===== src/rtl/pgx_pkg.sv =====
package pgx_pkg;

    localparam int NSRC = 3;
    // source index: 0 transfer done, 1 uncorrectable, 2 corrected
    localparam int SRC_POS [NSRC] = '{9, 6, 5};

    typedef enum logic [2:0] {
        RI_CTRL  = 3'd0,
        RI_LEN   = 3'd1,
        RI_IEN   = 3'd2,
        RI_ISTAT = 3'd3,
        RI_ICLR  = 3'd4
    } reg_idx_e;

    // packed to match transfer-control bits 9:1
    typedef struct packed {
        logic [1:0] cs;
        logic       addr4;
        logic [2:0] burst;
        logic       spare_en;
        logic       main_en;
        logic       to_flash;
    } xfer_cfg_t;

    function automatic logic [7:0] op_first(input logic to_flash);
        return to_flash ? 8'h80 : 8'h00;
    endfunction

    function automatic logic [7:0] op_second(input logic to_flash);
        return to_flash ? 8'h10 : 8'h30;
    endfunction

endpackage


===== src/rtl/pgx_xfer.sv =====
module pgx_xfer
    import pgx_pkg::*;
(
    input  logic       clk,
    input  logic       rst,
    input  logic       ctrl_wr,
    input  logic [9:0] ctrl_wdata,
    input  logic       seq_done,
    output logic       busy,
    output xfer_cfg_t  cfg,
    output logic       done_evt
);
    always_ff @(posedge clk) begin
        if (rst) begin
            busy <= 1'b0;
            cfg  <= '0;
        end else if (busy) begin
            if (seq_done)
                busy <= 1'b0;
        end else if (ctrl_wr) begin
            cfg  <= xfer_cfg_t'(ctrl_wdata[9:1]);
            busy <= ctrl_wdata[0];
        end
    end

    assign done_evt = busy & seq_done;
endmodule


===== src/rtl/pgx_irq.sv =====
module pgx_irq
    import pgx_pkg::*;
#(
    parameter int DW = 32
) (
    input  logic          clk,
    input  logic          rst,
    input  logic [NSRC-1:0] set_evt,
    input  logic          en_wr,
    input  logic          clr_wr,
    input  logic [DW-1:0] wdata,
    output logic [DW-1:0] stat_vec,
    output logic [DW-1:0] en_vec,
    output logic          irq
);
    logic [NSRC-1:0] st_q;
    logic [NSRC-1:0] en_q;

    for (genvar i = 0; i < NSRC; i++) begin : g_src
        localparam int B = SRC_POS[i];
        always_ff @(posedge clk) begin
            if (rst) begin
                st_q[i] <= 1'b0;
                en_q[i] <= 1'b0;
            end else begin
                if (set_evt[i])
                    st_q[i] <= 1'b1;
                else if (clr_wr && wdata[B])
                    st_q[i] <= 1'b0;
                if (en_wr)
                    en_q[i] <= wdata[B];
            end
        end
    end

    always_comb begin
        stat_vec = '0;
        en_vec   = '0;
        for (int i = 0; i < NSRC; i++) begin
            stat_vec[SRC_POS[i]] = st_q[i];
            en_vec[SRC_POS[i]]   = en_q[i];
        end
    end

    assign irq = |(st_q & en_q);
endmodule


===== src/rtl/pgx_ctrl.sv =====
module pgx_ctrl
    import pgx_pkg::*;
#(
    parameter int ADDR_W  = 5,
    parameter int DATA_W  = 32,
    parameter int SPARE_W = 12,
    parameter int CS_W    = 2
) (
    input  logic               clk,
    input  logic               rst,
    input  logic               reg_we,
    input  logic [ADDR_W-1:0]  reg_addr,
    input  logic [DATA_W-1:0]  reg_wdata,
    output logic [DATA_W-1:0]  reg_rdata,
    output logic               seq_req,
    output logic               seq_to_flash,
    output logic               seq_main_en,
    output logic               seq_spare_en,
    output logic [2:0]         seq_burst,
    output logic               seq_addr4,
    output logic [CS_W-1:0]    seq_cs,
    output logic [SPARE_W-1:0] seq_spare_len,
    output logic [7:0]         seq_op1,
    output logic [7:0]         seq_op2,
    input  logic               seq_done,
    input  logic               ecc_corr,
    input  logic               ecc_uncorr,
    output logic               irq
);
    localparam int LEN_LSB = 16;
    localparam int LEN_MSB = LEN_LSB + SPARE_W - 1;
    localparam int IDX_W   = ADDR_W - 2;

    logic [IDX_W-1:0] idx;
    logic             wr_ctrl, wr_len, wr_ien, wr_iclr;
    logic             busy, done_evt;
    xfer_cfg_t        cfg;
    logic [SPARE_W-1:0] spare_len_q;
    logic [DATA_W-1:0]  stat_q, ien_q;
    logic               unused_bits;

    assign idx     = reg_addr[ADDR_W-1:2];
    assign wr_ctrl = reg_we && idx == IDX_W'(RI_CTRL);
    assign wr_len  = reg_we && idx == IDX_W'(RI_LEN);
    assign wr_ien  = reg_we && idx == IDX_W'(RI_IEN);
    assign wr_iclr = reg_we && idx == IDX_W'(RI_ICLR);
    assign unused_bits = ^{reg_addr[1:0], reg_wdata};

    pgx_xfer u_xfer (
        .clk        (clk),
        .rst        (rst),
        .ctrl_wr    (wr_ctrl),
        .ctrl_wdata (reg_wdata[9:0]),
        .seq_done   (seq_done),
        .busy       (busy),
        .cfg        (cfg),
        .done_evt   (done_evt)
    );

    pgx_irq #(.DW(DATA_W)) u_irq (
        .clk      (clk),
        .rst      (rst),
        .set_evt  ({ecc_corr, ecc_uncorr, done_evt}),
        .en_wr    (wr_ien),
        .clr_wr   (wr_iclr),
        .wdata    (reg_wdata),
        .stat_vec (stat_q),
        .en_vec   (ien_q),
        .irq      (irq)
    );

    always_ff @(posedge clk) begin
        if (rst)
            spare_len_q <= '0;
        else if (wr_len)
            spare_len_q <= reg_wdata[LEN_MSB:LEN_LSB];
    end

    always_comb begin
        reg_rdata = '0;
        case (idx)
            IDX_W'(RI_CTRL):  reg_rdata[9:0] = {cfg, busy};
            IDX_W'(RI_LEN):   reg_rdata[LEN_MSB:LEN_LSB] = spare_len_q;
            IDX_W'(RI_IEN):   reg_rdata = ien_q;
            IDX_W'(RI_ISTAT): reg_rdata = stat_q;
            default:          reg_rdata = '0;
        endcase
    end

    assign seq_req       = busy;
    assign seq_to_flash  = cfg.to_flash;
    assign seq_main_en   = cfg.main_en;
    assign seq_spare_en  = cfg.spare_en;
    assign seq_burst     = cfg.burst;
    assign seq_addr4     = cfg.addr4;
    assign seq_cs        = CS_W'(cfg.cs);
    assign seq_spare_len = spare_len_q;
    assign seq_op1       = op_first(cfg.to_flash);
    assign seq_op2       = op_second(cfg.to_flash);
endmodule


===== config.mk =====
export PLATFORM = sky130hd
export DESIGN_NAME = pgx_ctrl
export DESIGN_NICKNAME = d
export VERILOG_FILES = /design/src/rtl/pgx_pkg.sv /design/src/rtl/pgx_xfer.sv /design/src/rtl/pgx_irq.sv /design/src/rtl/pgx_ctrl.sv
export SDC_FILE = /design/constraint.sdc
export NUM_CORES = 1
export LEC_CHECK = 0
export CORE_MARGIN = 2
export CORE_UTILIZATION = 57
export DETAILED_ROUTE_END_ITERATION = 6
export DONT_BUFFER_PORTS = 1
export GPL_TIMING_DRIVEN = 0
export HOLD_SLACK_MARGIN = 0.08
export PLACE_DENSITY = 0.77
export SYNTH_ARGS = -nofsm -noshare
export SYNTH_HDL_FRONTEND = slang
export SYNTH_SLANG_ARGS = --single-unit

===== constraint.sdc =====
create_clock -name clk -period 2 [get_ports clk]
set_clock_uncertainty 0.1 [all_clocks]
set_input_delay 0.2 -clock clk [delete_from_list [all_inputs] [get_ports clk]]
set_output_delay 0.2 -clock clk [all_outputs]
set_load 0.01 [all_outputs]

==> results.txt, run 1 <==
- Run status: finished, final reports clean
- Utilization after layout: 82.5%
- The later pin in the worst-skew pair is clocked with a latency of 0.34 ns.
* H-tree depth reported by CTS: 1
- Yosys mapped the design onto 27 distinct sky130hd cell types.
- Number of buffers added on ports: 0
- Number of cells upsized or downsized after cts: 0
- Once detail routing completed, the nets flagged for antenna violations numbered 0.
- Cells after synthesis: 186
- After synthesis the cells add up to 0.00156 mm2.
- Worst Path Required: 2.15 ns
- TritonCTS built the clock tree.
- Hold path endpoint: u_irq.en_vec[5]
* Via count of the first global-routing pass: 1399
- WL/cell: 14.5 um
* Inserted Clock Buffers: 3
- DIE AREA: 0.00317 mm2
- Detailed-placement wirelength estimate: 2.59 mm
* Fill cell count: 152
* Number of enable-type register cells in the synthesized netlist: 0
- Summed over all nets, wire length on met2 after detailed routing comes to 2.13 mm.
- Initial antenna violation count: 0
- Once the floorplan was initialized, standard cells occupied 61.8% of the core.
- Final weighted congestion of routability-driven global placement: 0.807
- Flip-flop and latch count after synthesis: 28
- Reg2Reg Setup Slack: 0.18 ns
- The total count of hold-check failures in the final report was 0.
* Peak supply drop: 0.477 mV
- The count of final max-slew check failures came to 0.
- Global routing consumed, over all layers together, 25.8% of the routing resources.
- STA classifies the critical path startpoint as a flop.
- The pre-antenna-repair detailed-routing pass consisted of 4 iterations.
* Minimum clock period after layout: 1.82 ns
- Avg Vias per Cell: 5.06
- In this run the vertical extent of the chip is 56.3 um.
* Number of vias after detailed routing: 1401
* Placed instance count: 238
- PD cells: 560 mW/mm2
- Crit path max fanout: 10
* Antenna diode instance count: 0
- CTS saw 28 sinks.
- The most used flip-flop cell after synthesis is sky130_fd_sc_hd__dfxtp_1.
* Detailed-routed wire length on met3: 388 um
- For the worst flop-to-flop path, the logic depth is 4.
- Site row count: 18
- Sequential fraction of the synthesis area: 36.0%
- Final routed wirelength across all metal layers: 4.01 mm
- The first global-routing pass estimated 6.39 mm of wire.
- Total grt overflow: 0
- The highest layer touched by signal routing is met4.
- Die X-Extent: 56.3 um
* Average size of a mapped cell: 8.37 um2
- Maxcap violations: 0
- Area added between synthesis and finish: 33.6%
* Classification of the worst setup path: reg -> reg
* RSZ-0062 raised after global routing: false
- The startpoint identified for the worst register-to-register timing path is u_xfer.busy.
- The worst register-to-register path ends at u_xfer.busy.
* Critical path data arrival time: 1.97 ns
- Entering global routing, the biggest net connects 17 pins.
* Hold slack final: 0.215 ns
* # nets final: 291
- Standard cell core area: 0.00252 mm2
* Share of synthesized registers carrying an async set or reset: 0%
- Total routed wire length on the met1 layer: 1.39 mm
* Final worst-path cycle share: 91.1%
* Post-detailed-route DRC marker count: 0
- In the final layout, the share of cells above drive strength 1 is 16.6%.
* Clock Pin Slew Worst Setup and Hold Paths: 0.15 ns
- STA classifies the critical path endpoint as a flop.
* Max frequency: 549 MHz
- In this run the count of I/O pins placed on the die edge is 114.
* Number of cells traversed by the worst hold path: 3
- Setup TNS after final layout: 0 ns
- YS warnings: 0
- The worst hold path belongs to the class in -> reg.
- After the first detailed-routing iteration, the DRC count stood at 65.
* Leakage: 0.927 nW
- The clock passes through at most 2 buffers.
* Worst Min Path Start: reg_we
* Root buffer cell: sky130_fd_sc_hd__clkbuf_4
* Final number of setup-violating endpoints: 0
* Final instance count without filler cells: 277
- Post-CTS timing repair inserted 0 buffers for setup.
## metrics by stage
step / worst slack, ns / cell area [um2] / power (mW)
after global routing: 0.113 / 2080 / 1.21
after CTS: 0.192 / 2080 / 1.16
after floorplan: 0.804 / 1640 / 0.724
after global placement: 0.696 / 1680 / 0.737
after detailed placement: 0.674 / 1680 / 0.742
final: 0.177 / 2080 / 1.17
## metal layers
layer | global-route usage (%) | vias to the layer above
met2 | 49.1 | 83
met3 | 6.22 | 9
met5 | 0 | -
met1 | 25.9 | 629
met4 | 12.2 | 0
li1 | - | 680
## where the power goes
group / internal (mW) / switching, mW / total (mW)
clock network: 0.203 / 0.176 / 0.379
registers: 0.572 / 0.0159 / 0.588
logic: 0.106 / 0.0932 / 0.200
## synth_stat cells (3+ instances only)
cell,number,share of area [%]
sky130_fd_sc_hd__nand2_1,42,10
sky130_fd_sc_hd__dfxtp_1,28,36
sky130_fd_sc_hd__buf_4,27,13
sky130_fd_sc_hd__and2_1,20,8.0
sky130_fd_sc_hd__a21oi_1,13,4.2
sky130_fd_sc_hd__mux2i_1,12,7.7
sky130_fd_sc_hd__nor2_1,6,1.4
sky130_fd_sc_hd__inv_1,4,0.96
sky130_fd_sc_hd__a22oi_1,3,1.4
sky130_fd_sc_hd__and4bb_1,3,2.4
sky130_fd_sc_hd__buf_2,3,0.96
sky130_fd_sc_hd__buf_6,3,2.2
sky130_fd_sc_hd__clkbuf_1,3,0.72
sky130_fd_sc_hd__mux2_1,3,2.2
## how the worst max path moves through the flow
stage	from	to	slack [ns]	cells past startpoint
3_5_place_dp	reg_addr[2]	reg_rdata[17]	0.67	4
4_1_cts	u_xfer.busy	u_xfer.busy	0.19	4
3_3_place_gp	reg_addr[2]	reg_rdata[17]	0.70	4
6_report	u_xfer.busy	u_xfer.busy	0.18	4
2_1_floorplan	reg_addr[2]	reg_rdata[5]	0.80	4
5_1_grt	u_xfer.busy	u_xfer.busy	0.11	4
## final cells by class
| cell class | count | area [um2] | share of cell area, % |
|---|---|---|---|
| Buffer | 36 | 263 | 12.6 |
| Clock buffer | 3 | 22.5 | 1.08 |
| Clock inverter | 1 | 30.0 | 1.44 |
| Inverter | 5 | 18.8 | 0.902 |
| Multi-Input combinational cell | 139 | 798 | 38.4 |
| Sequential cell | 28 | 561 | 26.9 |
| Tap cell | 30 | 37.5 | 1.80 |
| Timing Repair Buffer | 35 | 350 | 16.8 |
## registers in the layout, indices dropped and copies added, names as in the netlist
signal	flops
seq_spare_len	12
u_irq.stat_vec	3
u_xfer.cfg	9
u_xfer.busy	1
u_irq.en_vec	3
## cell families (layout without fill, tap and decap cells)
logic type,count (synthesis),after routing,share of synthesized area (%)
simple gates,76,76,25.9
buf+inv,41,80,18.1
flops,28,28,36.0
compound gates,24,24,9.64
mux,15,15,9.88
other cells,2,24,0.482
## worst max-delay path: stages (launching register included)
cell,delay [ns]
sky130_fd_sc_hd__dfxtp_1,0.49
sky130_fd_sc_hd__and4bb_1,0.23
sky130_fd_sc_hd__buf_6,0.15
sky130_fd_sc_hd__a31o_1,0.21
sky130_fd_sc_hd__dlygate4sd3_1,0.54
## placed cells by master (no fill, tap or decap), drive strengths merged
master	instances
dfxtp	28
a311oi	1
a222oi	1
a21oi	13
mux2i	12
nand2	42
a21boi	1
a31oi	2
nor2	7
a31o	1
buf	33
a22oi	3
mux2	3
o21a	2
inv	5
nor3b	2
nand4bb	1
nor3	1
conb	24
clkbuf	6
dlygate4sd3	35
and4bb	3
and2	20
bufinv	1
## timing repair
action	4_1_cts	5_1_grt
endpoints found under the hold margin	28	0
endpoints found under the setup margin	0	0
hold buffers	35	0
Note: power is estimated with default switching activity, not from simulation.
==> run 2: changes to the inputs <==
--- a/config.mk
+++ b/config.mk
@@ -5,13 +5,16 @@
 export SDC_FILE = /design/constraint.sdc
 export NUM_CORES = 1
 export LEC_CHECK = 0
+export CAP_MARGIN = 15
+export CELL_PAD_IN_SITES_DETAIL_PLACEMENT = 1
+export CELL_PAD_IN_SITES_GLOBAL_PLACEMENT = 1
 export CORE_MARGIN = 2
-export CORE_UTILIZATION = 57
+export CORE_UTILIZATION = 45
 export DETAILED_ROUTE_END_ITERATION = 6
 export DONT_BUFFER_PORTS = 1
 export GPL_TIMING_DRIVEN = 0
 export HOLD_SLACK_MARGIN = 0.08
-export PLACE_DENSITY = 0.77
+export PLACE_DENSITY = 0.88
 export SYNTH_ARGS = -nofsm -noshare
 export SYNTH_HDL_FRONTEND = slang
 export SYNTH_SLANG_ARGS = --single-unit
==> run 2 against run 1 <==
Compared with the run above: sequential share of layout area increased by 0.26 points; hold slack improved by 0.025 ns; critical path depth unchanged; die area increased by 25%; utilization decreased by 21 points; combinational power about the same; critical path type unchanged.
==> results.txt, run 2 (synthesis results as in run 1) <==
- Critical path cell sequence: and4bb_1 > buf_6 > a31o_1 > dlygate4sd3_1
* Run status: finished, final reports clean
- Leaving out fill and tap cells, the most frequent cell in the layout is sky130_fd_sc_hd__nand2_1.
- Clock tree synthesis found a total of 28 sinks.
- After filler insertion, the fill cell instance count of the layout stands at 403.
- Leakage: 0.908 nW
- The repair_antennas step left the layout with diodes totalling 0.
- The worst hold path belongs to the class in -> reg.
- # nets final: 290
- Of all nets on the critical path, the largest fanout is 10.
* Clk pwr share: 23.0%
- Final ANT Viol Nets: 0
- Combinational cells account for 19.7% of the total power.
* Standard cell core area: 0.00334 mm2
* Commonest cells after routing, fill and taps aside: 42 x sky130_fd_sc_hd__nand2_1, 34 x sky130_fd_sc_hd__dlygate4sd3_1, 28 x sky130_fd_sc_hd__dfxtp_1, 27 x sky130_fd_sc_hd__buf_4, 24 x sky130_fd_sc_hd__conb_1
- Number of vias after detailed routing: 1448
- Later-pin clock latency in the skew report: 0.32 ns
* WL/cell: 16.8 um
- Flip-flop count of the largest register, all copies and words added: 12
- Switching power: 281 uW
- The worst setup path is launched from a flop.
- The initial antenna violation count was 0.
* H-tree depth reported by CTS: 1
* RSZ-0062 raised after global routing: false
- Worst setup slack after layout: 0.167 ns
- In this run the count of I/O pins placed on the die edge is 114.
* Hold slack final: 0.240 ns
- The die is 62.8 um wide.
* Length of the first detailed-routing pass in iterations: 4
- The worst register-to-register path begins at u_xfer.busy.
- Worst Path Required: 2.13 ns
- Final routed wirelength across all metal layers: 4.88 mm
- Prior to clock tree synthesis, the placed netlist has a worst setup slack of 0.628 ns.
* DIE AREA: 0.00395 mm2
* Detailed-placement wirelength estimate: 3.02 mm
- From bottom edge to top edge, the die measures 62.8 um.
* Sw Share: 27.3%
- Root buffer cell: sky130_fd_sc_hd__clkbuf_4
- Overall routing resource usage: 25.8%
- Hold path endpoint: u_irq.en_vec[9]
* Max-slew violation count: 0
* Number of buffers added on ports: 0
- The total count of hold-check failures in the final report is 0.
- Terminus of the critical flop-to-flop path: u_xfer.busy
* Pin count of the biggest net entering global routing: 15
* Area added between synthesis and finish: 32.3%
- For this run, the slowest stage of the critical path takes 0.54 ns.
- At the end of routability-driven placement, the weighted congestion stood at 0.788.
* Sequential Power Share: 57.2%
* Setup TNS after final layout: 0 ns
- Of the cells placed in the final design, the portion with a size suffix greater than 1 is 16.3%.
- Final number of setup-violating endpoints: 0
* Reg2Reg Setup Slack: 0.17 ns
- In this run the cell area measured after placement is 0.00170 mm2.
* Avg Vias per Cell: 4.98
* Cell-internal power: 748 uW
* Critical path data arrival time: 1.96 ns
- Clock tree synthesis inserted a total of 3 buffers.
- Site row count: 21
- Clock Pin Slew Worst Setup and Hold Paths: 0.15 ns
- TritonCTS built the clock tree.
- The startpoint identified for the worst hold timing path is reg_we.
- After detailed routing, the number of remaining DRC violations is 0.
- The worst setup path is captured at a flop.
* Minimum clock period after layout: 1.83 ns
* Max frequency: 545 MHz
* Master of the slowest instance on the critical path: sky130_fd_sc_hd__dlygate4sd3_1
- Final worst-path cycle share: 91.7%
* Classification of the worst setup path: reg -> reg
- Via count of the first global-routing pass: 1595
- Peak supply drop: 0.317 mV
- Counting instances, the worst hold path has a depth of 3.
- Cell area after layout: 0.00206 mm2
- First-pass GRT wire length: 8.01 mm
* Reg2reg path depth: 4
- PD cells: 499 mW/mm2
- The detailed router finished its first iteration with 77 violations.
- Total grt overflow: 0
* Maxcap violations: 0
- Starting density of the core: 46.7%
- Clock tree buffer depth: 2
[run 2: changes by cell type in the layout (fill, tap and decap cells not counted)]
cell                            previous run  this run
sky130_fd_sc_hd__bufinv_16                 1         0
sky130_fd_sc_hd__dlygate4sd3_1            35        34
[run 2: repair_timing]
action	4_1_cts	5_1_grt
buffers inserted	0	0
resized for setup	0	0
hold buffers	34	0
endpoints found under the hold margin	28	0
[run 2: critical path, delay by kind of cell, from the launching register on]
| family | cells | cell delay [ns] |
|---|---|---|
| AOI/OAI and AO/OA | 1 | 0.21 |
| buffers and inverters | 2 | 0.69 |
| DFF | 1 | 0.50 |
| and+or+nand+nor | 1 | 0.23 |
[run 2: power groups by stage]
stage	clock network, mW	registers [mW]	logic (mW)
after floorplan	0	0.596	0.127
after global placement	0	0.599	0.140
after detailed placement	0	0.600	0.145
after CTS	0.236	0.588	0.193
after global routing	0.270	0.591	0.221
final	0.237	0.589	0.203
[run 2: how the worst max path moves through the flow]
stage / startpoint / to / slack [ns] / cells after the start
final: u_xfer.busy / u_xfer.busy / 0.17 / 4
after global routing: u_xfer.busy / u_xfer.busy / 0.1 / 4
after CTS: u_xfer.busy / u_xfer.busy / 0.17 / 4
after detailed placement: reg_addr[2] / reg_rdata[23] / 0.63 / 4
after global placement: reg_addr[2] / reg_rdata[23] / 0.65 / 4
after floorplan: reg_addr[2] / reg_rdata[5] / 0.80 / 4
[run 2: area by class of cell]
type / instances / area, um2 / share of cell area [%]
timing repair buffer: 34 / 340 / 16.5
buffer: 36 / 263 / 12.8
sequential: 28 / 561 / 27.2
inverter: 5 / 18.8 / 0.911
clock buffer: 3 / 22.5 / 1.09
multi-input combinational: 139 / 798 / 38.7
tap: 46 / 57.6 / 2.79
[run 2: per-layer routing]
| metal | share of wire (%) | wire length, um | up-vias | GRT usage (%) |
|---|---|---|---|---|
| met5 | 0 | 0 | - | 0 |
| met4 | 1.2 | 58 | 0 | 7.78 |
| met3 | 6.2 | 301 | 6 | 5.95 |
| met2 | 55 | 2660 | 65 | 50.0 |
| met1 | 38 | 1860 | 696 | 27.3 |
| li1 | - | - | 681 | - |
[run 2: metrics by stage]
step	util, %	total power [mW]	instances
finish	61.8	1.03	291
global route	61.8	1.08	291
CTS	61.8	1.02	291
detailed placement	50.9	0.744	254
global placement	50.9	0.739	254
floorplan	-	0.724	208
